--- src/rtl/vsd_pkg.sv ---
// Package: shared encodings for the virtual address segment decoder.
// Assumes a 32-bit virtual address with a 29-bit physical part.
package vsd_pkg;

    typedef enum logic [1:0] {
        SZ_BYTE = 2'd0,
        SZ_HALF = 2'd1,
        SZ_WORD = 2'd2,
        SZ_RSVD = 2'd3
    } acc_size_e;

    typedef enum logic [2:0] {
        SEG_CACHED   = 3'd0,
        SEG_UNCACHED = 3'd1,
        SEG_FAULT    = 3'd2,
        SEG_CCTRL    = 3'd3,
        SEG_ISOLATE  = 3'd4
    } seg_class_e;

    localparam int VA_W      = 32;
    localparam int PA_W      = 29;
    localparam int TGT_COUNT = 7;
    localparam int TGT_IDX_W = $clog2(TGT_COUNT);

    localparam logic [TGT_IDX_W-1:0] TGT_RAM     = 3'd0;
    localparam logic [TGT_IDX_W-1:0] TGT_ROM     = 3'd1;
    localparam logic [TGT_IDX_W-1:0] TGT_SCRATCH = 3'd2;
    localparam logic [TGT_IDX_W-1:0] TGT_IO      = 3'd3;
    localparam logic [TGT_IDX_W-1:0] TGT_CCTRL   = 3'd4;
    localparam logic [TGT_IDX_W-1:0] TGT_ICACHE  = 3'd5;
    localparam logic [TGT_IDX_W-1:0] TGT_HOLE    = 3'd6;

    // Targets that take write data.
    localparam logic [TGT_COUNT-1:0] TGT_WRITABLE = 7'b011_1101;

endpackage

--- src/rtl/vsd_align_check.sv ---
// Module: alignment checker.
// Flags a halfword with an odd address and a word (or reserved size) whose
// address is not a multiple of four. Byte accesses are never misaligned.
module vsd_align_check
    import vsd_pkg::*;
(
    input  logic [1:0] size,
    input  logic [1:0] addr_lo,
    output logic       misaligned
);

    // Compare low address bits against the alignment the size needs.
    always_comb begin
        unique case (acc_size_e'(size))
            SZ_BYTE: misaligned = 1'b0;
            SZ_HALF: misaligned = addr_lo[0];
            default: misaligned = |addr_lo;
        endcase
    end

endmodule

--- src/rtl/vsd_seg_classify.sv ---
// Module: segment classifier.
// Looks at virtual bits 31:29 and sorts the request into a cached window,
// the uncached window, a refused area, the cache-control register, or an
// isolated-cache write. Assumes CCTRL_ADDR lies in segment 6 or 7.
module vsd_seg_classify
    import vsd_pkg::*;
#(
    parameter logic [VA_W-1:0] CCTRL_ADDR = 32'hFFFE_0130
) (
    input  logic [VA_W-1:0] vaddr,
    input  logic            write,
    input  logic            isolate,
    output seg_class_e      cls
);

    localparam int SEG_LSB = PA_W;

    // Segment number picks the class; two segments hold one special register.
    always_comb begin
        unique case (vaddr[VA_W-1:SEG_LSB])
            3'd0, 3'd4: cls = (write && isolate) ? SEG_ISOLATE : SEG_CACHED;
            3'd5:       cls = SEG_UNCACHED;
            3'd6, 3'd7: cls = (vaddr == CCTRL_ADDR) ? SEG_CCTRL : SEG_FAULT;
            default:    cls = SEG_FAULT;
        endcase
    end

endmodule

--- src/rtl/vsd_phys_map.sv ---
// Module: physical window map.
// Maps a 29-bit physical address to a target index and offset. The
// scratchpad is matched only when the access comes through a cached window.
// Assumes ROM and scratchpad bases are aligned to their sizes.
module vsd_phys_map
    import vsd_pkg::*;
#(
    parameter logic [PA_W-1:0] RAM_LIMIT  = 29'h0080_0000,
    parameter int              RAM_BITS   = 21,
    parameter logic [PA_W-1:0] ROM_BASE   = 29'h1FC0_0000,
    parameter int              ROM_BITS   = 19,
    parameter logic [PA_W-1:0] SCR_BASE   = 29'h1F80_0000,
    parameter int              SCR_BITS   = 10,
    parameter logic [PA_W-1:0] IO_BASE    = 29'h1F80_1000,
    parameter logic [PA_W-1:0] IO_SIZE    = 29'h0000_2000
) (
    input  logic [PA_W-1:0]      paddr,
    input  logic                 cached,
    output logic [TGT_IDX_W-1:0] tgt,
    output logic [PA_W-1:0]      offset
);

    localparam logic [PA_W-1:0] RAM_MASK = (29'd1 << RAM_BITS) - 29'd1;
    localparam logic [PA_W-1:0] ROM_MASK = (29'd1 << ROM_BITS) - 29'd1;
    localparam logic [PA_W-1:0] SCR_MASK = (29'd1 << SCR_BITS) - 29'd1;
    localparam logic [PA_W-1:0] ROM_END  = ROM_BASE + (29'd1 << ROM_BITS);
    localparam logic [PA_W-1:0] IO_END   = IO_BASE + IO_SIZE;

    logic scr_hit;
    logic ram_hit;
    logic rom_hit;
    logic io_hit;

    // Window hit terms.
    always_comb begin
        scr_hit = cached && (paddr[PA_W-1:SCR_BITS] == SCR_BASE[PA_W-1:SCR_BITS]);
        ram_hit = paddr < RAM_LIMIT;
        rom_hit = (paddr >= ROM_BASE) && (paddr < ROM_END);
        io_hit  = (paddr >= IO_BASE) && (paddr < IO_END);
    end

    // Priority select of target and offset; scratchpad first.
    always_comb begin
        if (scr_hit) begin
            tgt    = TGT_SCRATCH;
            offset = paddr & SCR_MASK;
        end else if (ram_hit) begin
            tgt    = TGT_RAM;
            offset = paddr & RAM_MASK;
        end else if (rom_hit) begin
            tgt    = TGT_ROM;
            offset = paddr & ROM_MASK;
        end else if (io_hit) begin
            tgt    = TGT_IO;
            offset = paddr - IO_BASE;
        end else begin
            tgt    = TGT_HOLE;
            offset = paddr;
        end
    end

endmodule

--- src/rtl/vaddr_seg_decoder.sv ---
// Module: virtual address segment decoder (top).
// One request per cycle in, one registered response a cycle later. The
// alignment check has priority over segment decode. Errors select no target.
// The last misaligned address is held in bad_vaddr.
module vaddr_seg_decoder
    import vsd_pkg::*;
#(
    parameter logic [VA_W-1:0] CCTRL_ADDR = 32'hFFFE_0130,
    parameter logic [PA_W-1:0] RAM_LIMIT  = 29'h0080_0000,
    parameter int              RAM_BITS   = 21,
    parameter logic [PA_W-1:0] ROM_BASE   = 29'h1FC0_0000,
    parameter int              ROM_BITS   = 19,
    parameter logic [PA_W-1:0] SCR_BASE   = 29'h1F80_0000,
    parameter int              SCR_BITS   = 10,
    parameter logic [PA_W-1:0] IO_BASE    = 29'h1F80_1000,
    parameter logic [PA_W-1:0] IO_SIZE    = 29'h0000_2000
) (
    input  logic                 clk,
    input  logic                 rst_n,
    input  logic                 req_valid,
    input  logic [VA_W-1:0]      req_addr,
    input  logic                 req_write,
    input  logic [1:0]           req_size,
    input  logic                 isolate_cache,
    output logic                 rsp_valid,
    output logic [TGT_COUNT-1:0] rsp_sel,
    output logic [PA_W-1:0]      rsp_offset,
    output logic                 rsp_bus_err,
    output logic                 rsp_addr_err,
    output logic                 rsp_addr_err_store,
    output logic                 rsp_wr_en,
    output logic [VA_W-1:0]      rsp_fill_data,
    output logic [VA_W-1:0]      bad_vaddr
);

    logic [PA_W-1:0]      paddr;
    logic                 misaligned;
    seg_class_e           cls;
    logic [TGT_IDX_W-1:0] map_tgt;
    logic [PA_W-1:0]      map_off;

    logic [TGT_COUNT-1:0] n_sel;
    logic [PA_W-1:0]      n_off;
    logic                 n_be;
    logic                 n_ae;
    logic                 n_we;
    logic [VA_W-1:0]      n_fill;

    assign paddr = req_addr[PA_W-1:0];

    vsd_align_check u_align (
        .size       (req_size),
        .addr_lo    (req_addr[1:0]),
        .misaligned (misaligned)
    );

    vsd_seg_classify #(.CCTRL_ADDR(CCTRL_ADDR)) u_seg (
        .vaddr   (req_addr),
        .write   (req_write),
        .isolate (isolate_cache),
        .cls     (cls)
    );

    vsd_phys_map #(
        .RAM_LIMIT (RAM_LIMIT),
        .RAM_BITS  (RAM_BITS),
        .ROM_BASE  (ROM_BASE),
        .ROM_BITS  (ROM_BITS),
        .SCR_BASE  (SCR_BASE),
        .SCR_BITS  (SCR_BITS),
        .IO_BASE   (IO_BASE),
        .IO_SIZE   (IO_SIZE)
    ) u_map (
        .paddr  (paddr),
        .cached (cls == SEG_CACHED),
        .tgt    (map_tgt),
        .offset (map_off)
    );

    // Combine alignment, segment class and window map into one decision.
    always_comb begin
        n_sel = '0;
        n_off = '0;
        n_be  = 1'b0;
        n_ae  = 1'b0;
        if (misaligned) begin
            n_ae = 1'b1;
        end else begin
            unique case (cls)
                SEG_FAULT:   n_be = 1'b1;
                SEG_CCTRL:   n_sel[TGT_CCTRL] = 1'b1;
                SEG_ISOLATE: begin
                    n_sel[TGT_ICACHE] = 1'b1;
                    n_off             = paddr;
                end
                default: begin
                    n_sel[map_tgt] = 1'b1;
                    n_off          = map_off;
                end
            endcase
        end
    end

    // Write enable and fill word per lane-independent rules.
    always_comb begin
        n_we   = req_write && |(n_sel & TGT_WRITABLE);
        n_fill = (!req_write && (n_be || n_sel[TGT_HOLE])) ? '1 : '0;
    end

    // Response register: valid tracks request, fields load on a request.
    always_ff @(posedge clk) begin
        if (!rst_n) begin
            rsp_valid          <= 1'b0;
            rsp_sel            <= '0;
            rsp_offset         <= '0;
            rsp_bus_err        <= 1'b0;
            rsp_addr_err       <= 1'b0;
            rsp_addr_err_store <= 1'b0;
            rsp_wr_en          <= 1'b0;
            rsp_fill_data      <= '0;
        end else begin
            rsp_valid <= req_valid;
            if (req_valid) begin
                rsp_sel            <= n_sel;
                rsp_offset         <= n_off;
                rsp_bus_err        <= n_be;
                rsp_addr_err       <= n_ae;
                rsp_addr_err_store <= n_ae && req_write;
                rsp_wr_en          <= n_we;
                rsp_fill_data      <= n_fill;
            end
        end
    end

    // Faulting-address register: loads only on a misaligned request.
    always_ff @(posedge clk) begin
        if (!rst_n) begin
            bad_vaddr <= '0;
        end else if (req_valid && misaligned) begin
            bad_vaddr <= req_addr;
        end
    end

    AST_RSP_FOLLOWS: assert property (@(posedge clk) disable iff (!rst_n)
        req_valid |=> rsp_valid);
    AST_SEL_ONEHOT: assert property (@(posedge clk) disable iff (!rst_n)
        rsp_valid && !rsp_bus_err && !rsp_addr_err |-> $countones(rsp_sel) == 1);
    AST_ERR_NO_SEL: assert property (@(posedge clk) disable iff (!rst_n)
        rsp_valid && (rsp_bus_err || rsp_addr_err) |-> rsp_sel == '0);
    AST_BAD_ADDR_LOAD: assert property (@(posedge clk) disable iff (!rst_n)
        rsp_valid && rsp_addr_err |-> bad_vaddr == $past(req_addr));
    AST_ROM_NO_WRITE: assert property (@(posedge clk) disable iff (!rst_n)
        rsp_valid && rsp_sel[TGT_ROM] |-> !rsp_wr_en);
    AST_FILL_ONLY_REFUSED: assert property (@(posedge clk) disable iff (!rst_n)
        rsp_valid && rsp_fill_data != '0 |-> rsp_bus_err || rsp_sel[TGT_HOLE]);

endmodule

--- config.mk ---
export PLATFORM = sky130hd
export DESIGN_NAME = vaddr_seg_decoder
export DESIGN_NICKNAME = d
export VERILOG_FILES = /design/src/rtl/vsd_pkg.sv /design/src/rtl/vsd_align_check.sv /design/src/rtl/vsd_seg_classify.sv /design/src/rtl/vsd_phys_map.sv /design/src/rtl/vaddr_seg_decoder.sv
export SDC_FILE = /design/constraint.sdc
export NUM_CORES = 1
export LEC_CHECK = 0
export BUFFER_PORTS_ARGS = -buffer_cell sky130_fd_sc_hd__buf_2
export CAP_MARGIN = 10
export CORE_ASPECT_RATIO = 1.1
export CORE_MARGIN = 3
export CORE_UTILIZATION = 40
export CTS_CLUSTER_DIAMETER = 30
export CTS_CLUSTER_SIZE = 20
export DETAILED_ROUTE_END_ITERATION = 7
export GPL_ROUTABILITY_DRIVEN = 0
export PLACE_DENSITY_LB_ADDON = 0.08
export SYNTH_ARGS = -nofsm -noshare
export SYNTH_HDL_FRONTEND = slang
export SYNTH_SLANG_ARGS = --single-unit
--- constraint.sdc ---
create_clock -name clk -period 3.5 [get_ports clk]
set_input_delay 0.7 -clock clk [delete_from_list [all_inputs] [get_ports clk]]
set_output_delay 0.7 -clock clk [all_outputs]
set_load 0.02 [all_outputs]
**Word-level counts from Yosys, hierarchy flattened**

Index checks and enable logic that the tools add are counted.
Widths: inputs -> output; s select.

- Add/subtract/negate cells: 1
- Magnitude comparators: 7
- Equal/unequal tests: 10
- Muxes and demuxes: 25
- Reduce and logical (&&, ||, !) cells: 21

Operator list:

| kind | count |
|---|---|
| $mux 29 | 5 |
| $ge 29x29->1 const B | 2 |
| $lt 29x29->1 const B | 2 |
| $pmux 29 s2 | 1 |
| $eq 32x32->1 const B | 1 |
| $mux 32 | 1 |
| $lt 29x24->1 const B | 1 |
| $sub 29x29->29 const B | 1 |
| $eq 19x19->1 const B | 1 |
| $eq 3x3->1 const B | 5 |
| $mux 3 | 5 |
| $reduce_or 2->1 | 5 |
| $logic_and 1x1->1 | 9 |
| $pmux 3 s3 | 1 |
| $mux 7 | 1 |
| $eq 3x2->1 const B | 2 |
| $logic_not 3->1 | 2 |
| $mux 1 | 6 |
| $pmux 1 s2 | 3 |
| $reduce_or 5->1 | 1 |
| $lt 3x4->1 const B | 1 |
| $mux 4 | 1 |
| $demux 1 s3 | 1 |
| $ge 3x1->1 const B | 1 |
| other kinds (5) | 5 |

- Register bits after elaboration: 105
- Input port bits: 39
- Output and inout bits: 105
- Word-level logic and storage cells: 73

**Logic depth before layout (Yosys ltp)**

- Depth after elaboration: 15
- Depth in mapped cells: 8
- Gate-level depth less buffers: 7

**Hierarchy**

A second synthesis with hierarchy kept.

- Cell total of the unflattened synthesis: 484
- Area, all modules: 3856.2 µm²

By module, submodules not included:

| module | times used | cells each | area an instance (µm²) | sequential area each (µm²) |
|---|---|---|---|---|
| vaddr_seg_decoder | 1 | 372 | 3151.8 | 1481.4 |
| vsd_phys_map | 1 | 93 | 581.8 | 0.0 |
| vsd_seg_classify | 1 | 16 | 110.1 | 0.0 |
| vsd_align_check | 1 | 3 | 12.5 | 0.0 |

**Worst setup path before layout**

Ideal clock, no wire load.

- Path kind: input to register
- Start point: input req_addr[13]
- End point: register rsp_offset[24]
- Library setup time: 122 ps
- Arrival: 2242 ps
- Path slack: 1136 ps
- Stages on the path: 7
- Buffers on the path: 0
- Cell sequence: inv_1 > ha_1 > or4b_4 > nor4_4 > o21a_4 > a31oi_2 > a221o_1

- Longest elaborated chain between the ends: 8
- Elaborated cells on any way between the ends: 24
- Those cells by class: add/sub: 1; order compare: 5; eq/ne: 5; mux: 8; reduce/logical: 5

RTL lines:

| item | RTL line | source |
|---|---|---|
| start, declared | vaddr_seg_decoder.sv:21 | `input logic [VA_W-1:0] req_addr,` |
| $ge 29x29->1, or another cell as far along | vsd_phys_map.sv:39 | `io_hit = (paddr >= IO_BASE) && (paddr < IO_END);` |
| $logic_and 1x1->1 / $mux 1 (equally long branches) | vsd_phys_map.sv:39, vsd_seg_classify.sv:23 |  |
| $mux 29 / $pmux 3 s3 (equally long branches) | vsd_phys_map.sv:53, vsd_seg_classify.sv:20 |  |
| $mux 29 / $logic_not 3->1 (equally long branches) | vsd_phys_map.sv:50, vaddr_seg_decoder.sv:75 |  |
| $mux 29 / $logic_and 1x1->1 (equally long branches) | vsd_phys_map.sv:47, vsd_phys_map.sv:36 |  |
| $mux 29 | vsd_phys_map.sv:44 | `if (scr_hit) begin` |
| $pmux 29 s2 * | vaddr_seg_decoder.sv:89 | `unique case (cls)` |
| $mux 29 * | vaddr_seg_decoder.sv:86 | `if (misaligned) begin` |
| end signal, assigned | vaddr_seg_decoder.sv:125 | `rsp_offset <= n_off;` |
| end, declared | vaddr_seg_decoder.sv:27 | `output logic [PA_W-1:0] rsp_offset,` |

Every way passes the cells marked *; elsewhere a longest branch is shown, timed or not.
A chain may end at the register's enable or synchronous reset.

**Final worst setup path**

- Start point: input req_addr[13]
- End point: register rsp_offset[28]

Same word-level chain as after synthesis.

==> flow_summary.ini <==
[run_status]
outcome = complete, no violations

[synth]
ys_async_sr_fraction = 0
syn-num-nets = 426
synth_flop_cell = dfxtp_1
post_synth.cell_area_avg_um2 = 8.902
synth-edff-count = 0
syn_inst = 384
synth.distinct_cells = 51
yosys_warnings = 0
synth_top_area_cell = dfxtp_1
syn_area_um2 = 3418
synth_area_leaders = dfxtp_1, nand2_1, a21boi_0
yosysSeqAreaShare = 0.4334
synth_top_area_frac = 0.4334
ys_seq_elements = 74

[sta]
finalCritPeriodShare = 0.6603
worstMarginPinSlew_ns = 0.7188
rsz0062_at_grt = no
tns_ns = 0
fin_worst_skew_ns = 0
finalSetupViolCount = 0
slew_viol_final = 0
hold_viol_final = 0
fmax_mhz = 432.7
timing.hold.ws_ns = 0.4546
slew_headroom = 0.5171
post-route-min-period_ns = 2.311
worst_slack_ns = 1.189

[critical_path]
critical_path_class = in -> reg
r2r-start = rsp_fill_data[30]$_SDFFE_PN0P_
cp-end-kind = register
reg2reg_to = rsp_fill_data[30]$_SDFFE_PN0P_
r2r_slack_ns = 2.47
cp-start-kind = input pin
path_max_fanout = 6
arrival_ns = 2.55
critPathRequiredTime_ns = 3.73
rr_worst_depth = 2

[floorplanning]
die_width_um = 94.14
rows = 34
ios = 144
core_um2 = 8125
dieArea_um2 = 9692
start_util = 0.4207
die_h_um = 103.0

[clock_tree]
clk_latency_ns = 0.34
post-cts-setup-buffers = 0
numClockSinks = 74
hold_buffers = 0
tritoncts = built
h-tree-depth = 3
cts_resized = 0
clock_path_buffers = 2
clk_pin_slew_ns = 0.08
numCtsBuffers = 9
root_buffer = clkbuf_8

[pwr]
power_leakage_nw = 2.036
clkPwrFrac = 0.377
p_comb_frac = 0.148
p_seq_frac = 0.475
switching_share = 0.2753
p_per_area_nw_per_um2 = 443.1
power.total_mw = 1.877
p_int_mw = 1.360
peakVddDrop_v = 0.0002274
switchingPower_mw = 0.5169

[placed_design]
placedInstanceArea_um2 = 4030
pre_cts_ws_ns = 0.8281
dp_cells = 593
io_buffers = 143
place_hpwl_um = 7275

[min_path]
min_path_type = reg -> reg
holdPathStages = 2
hold_end = rsp_sel[3]$_SDFFE_PN0P_
worstHoldStart = rsp_sel[3]$_SDFFE_PN0P_

[grt]
antenna_found_initial = 0
grt_pass1_wl_um = 15210
first_global_vias = 2976
grt_max_degree = 41
grt_use_total = 0.2020
grt_overflow_total = 0

[layout]
postLayoutCoreUtil = 0.5214
final_nets = 538
syn_to_final_growth_pct = 23.94
final-instance-count-excl-fill = 608
final_area_um2 = 4237
n_antenna_cell = 0
final_cell_mix = buf_2, nand2_1, dfxtp_1, a21boi_0, a22o_1
layout_commonest_cell = buf_2
drive_gt1_frac = 0.3680

[route]
vias = 3136
drc = 0
via_per_inst = 5.158
dr.first_iter.drc_count = 126
drt-total-wl_um = 9720
ant_nets = 0
drt-pass1-iter-count = 4
routedWlPerCell_um = 15.99

[job]
maxCapViolCount = 0
-- power by group through the flow --
stage               combinational [mW]  sequential [mW]  clock, mW
floorplan                        0.142            0.949          0
global placement                 0.277            0.910          0
detailed placement               0.279            0.911          0
CTS                              0.279            0.892      0.728
global route                     0.303            0.896      0.765
finish                           0.278            0.891      0.709
-- cell usage after synthesis, types with 2 or more instances --
| cell type | n |
|---|---|
| nand4_1 | 5 |
| nand2b_1 | 7 |
| a31oi_1 | 8 |
| o21ai_0 | 8 |
| and4_1 | 2 |
| nand3_1 | 12 |
| dfxtp_1 | 74 |
| ha_1 | 3 |
| and3_1 | 6 |
| a22o_1 | 17 |
| nor3_2 | 2 |
| a221o_1 | 8 |
| o21ai_1 | 2 |
| a21oi_1 | 4 |
| buf_4 | 31 |
| inv_1 | 4 |
| a21boi_0 | 37 |
| nor4_1 | 2 |
| nor2b_1 | 2 |
| clkbuf_1 | 17 |
| nor4_4 | 2 |
| a32o_1 | 2 |
| a21o_1 | 2 |
| nor2_1 | 14 |
| nand2_1 | 78 |
| buf_2 | 2 |
| and2_1 | 3 |
| nor3_1 | 7 |
-- logic make-up (layout without fill, tap and decap cells) --
logic type	Yosys count	count (layout)	synth area share
compound gates	98	98	0.2222
xor+xnor	1	1	0.002563
fa+ha+maj	3	3	0.01098
buf+inv	54	170	0.09407
flops	74	74	0.4334
mux	2	2	0.006222
simple gates	152	152	0.2306
-- metal layers --
layer	GRT usage	vias up	routed length, µm
met5	0	-	0
met3	0.05474	6	661
met2	0.3226	114	4371
met1	0.2711	1461	4607
li1	-	1555	-
met4	0.05333	0	80
-- critical path, cell delays in order --
cell and delay [ns]:
buf_2 0.13, inv_1 0.14, ha_1 0.16, or4b_4 0.46, nor4_4 0.33, o21a_4 0.21, a31oi_2 0.12, a221o_1 0.30
-- worst max path at each step --
stage | slack (ns) | start | depth (start not counted) | end
2_1_floorplan | 1.14 | req_addr[13] | 7 | rsp_offset[24]$_SDFFE_PN0P_
3_3_place_gp | 0.88 | req_addr[13] | 8 | rsp_offset[28]$_SDFFE_PN0P_
3_5_place_dp | 0.83 | req_addr[13] | 8 | rsp_offset[26]$_SDFFE_PN0P_
4_1_cts | 1.20 | req_addr[13] | 8 | rsp_offset[28]$_SDFFE_PN0P_
5_1_grt | 1.10 | req_addr[13] | 8 | rsp_offset[26]$_SDFFE_PN0P_
6_report | 1.19 | req_addr[13] | 8 | rsp_offset[28]$_SDFFE_PN0P_
-- area by class of cell --
class | instances | area [µm²]
Fill cell | 836 | 3889
Multi-Input combinational cell | 256 | 1623
Timing Repair Buffer | 151 | 775.7
Tap cell | 108 | 135.1
Sequential cell | 74 | 1481
Clock inverter | 6 | 82.58
Clock buffer | 9 | 123.9
Inverter | 4 | 15.01
-- registers in the layout, indices dropped and copies added, names as in the netlist --
register / cells
bad_vaddr: 32
rsp_offset: 29
rsp_sel: 7
rsp_addr_err: 1
rsp_addr_err_store: 1
rsp_bus_err: 1
rsp_fill_data: 1
rsp_valid: 1
rsp_wr_en: 1
Power figures use the tool's default switching activity.
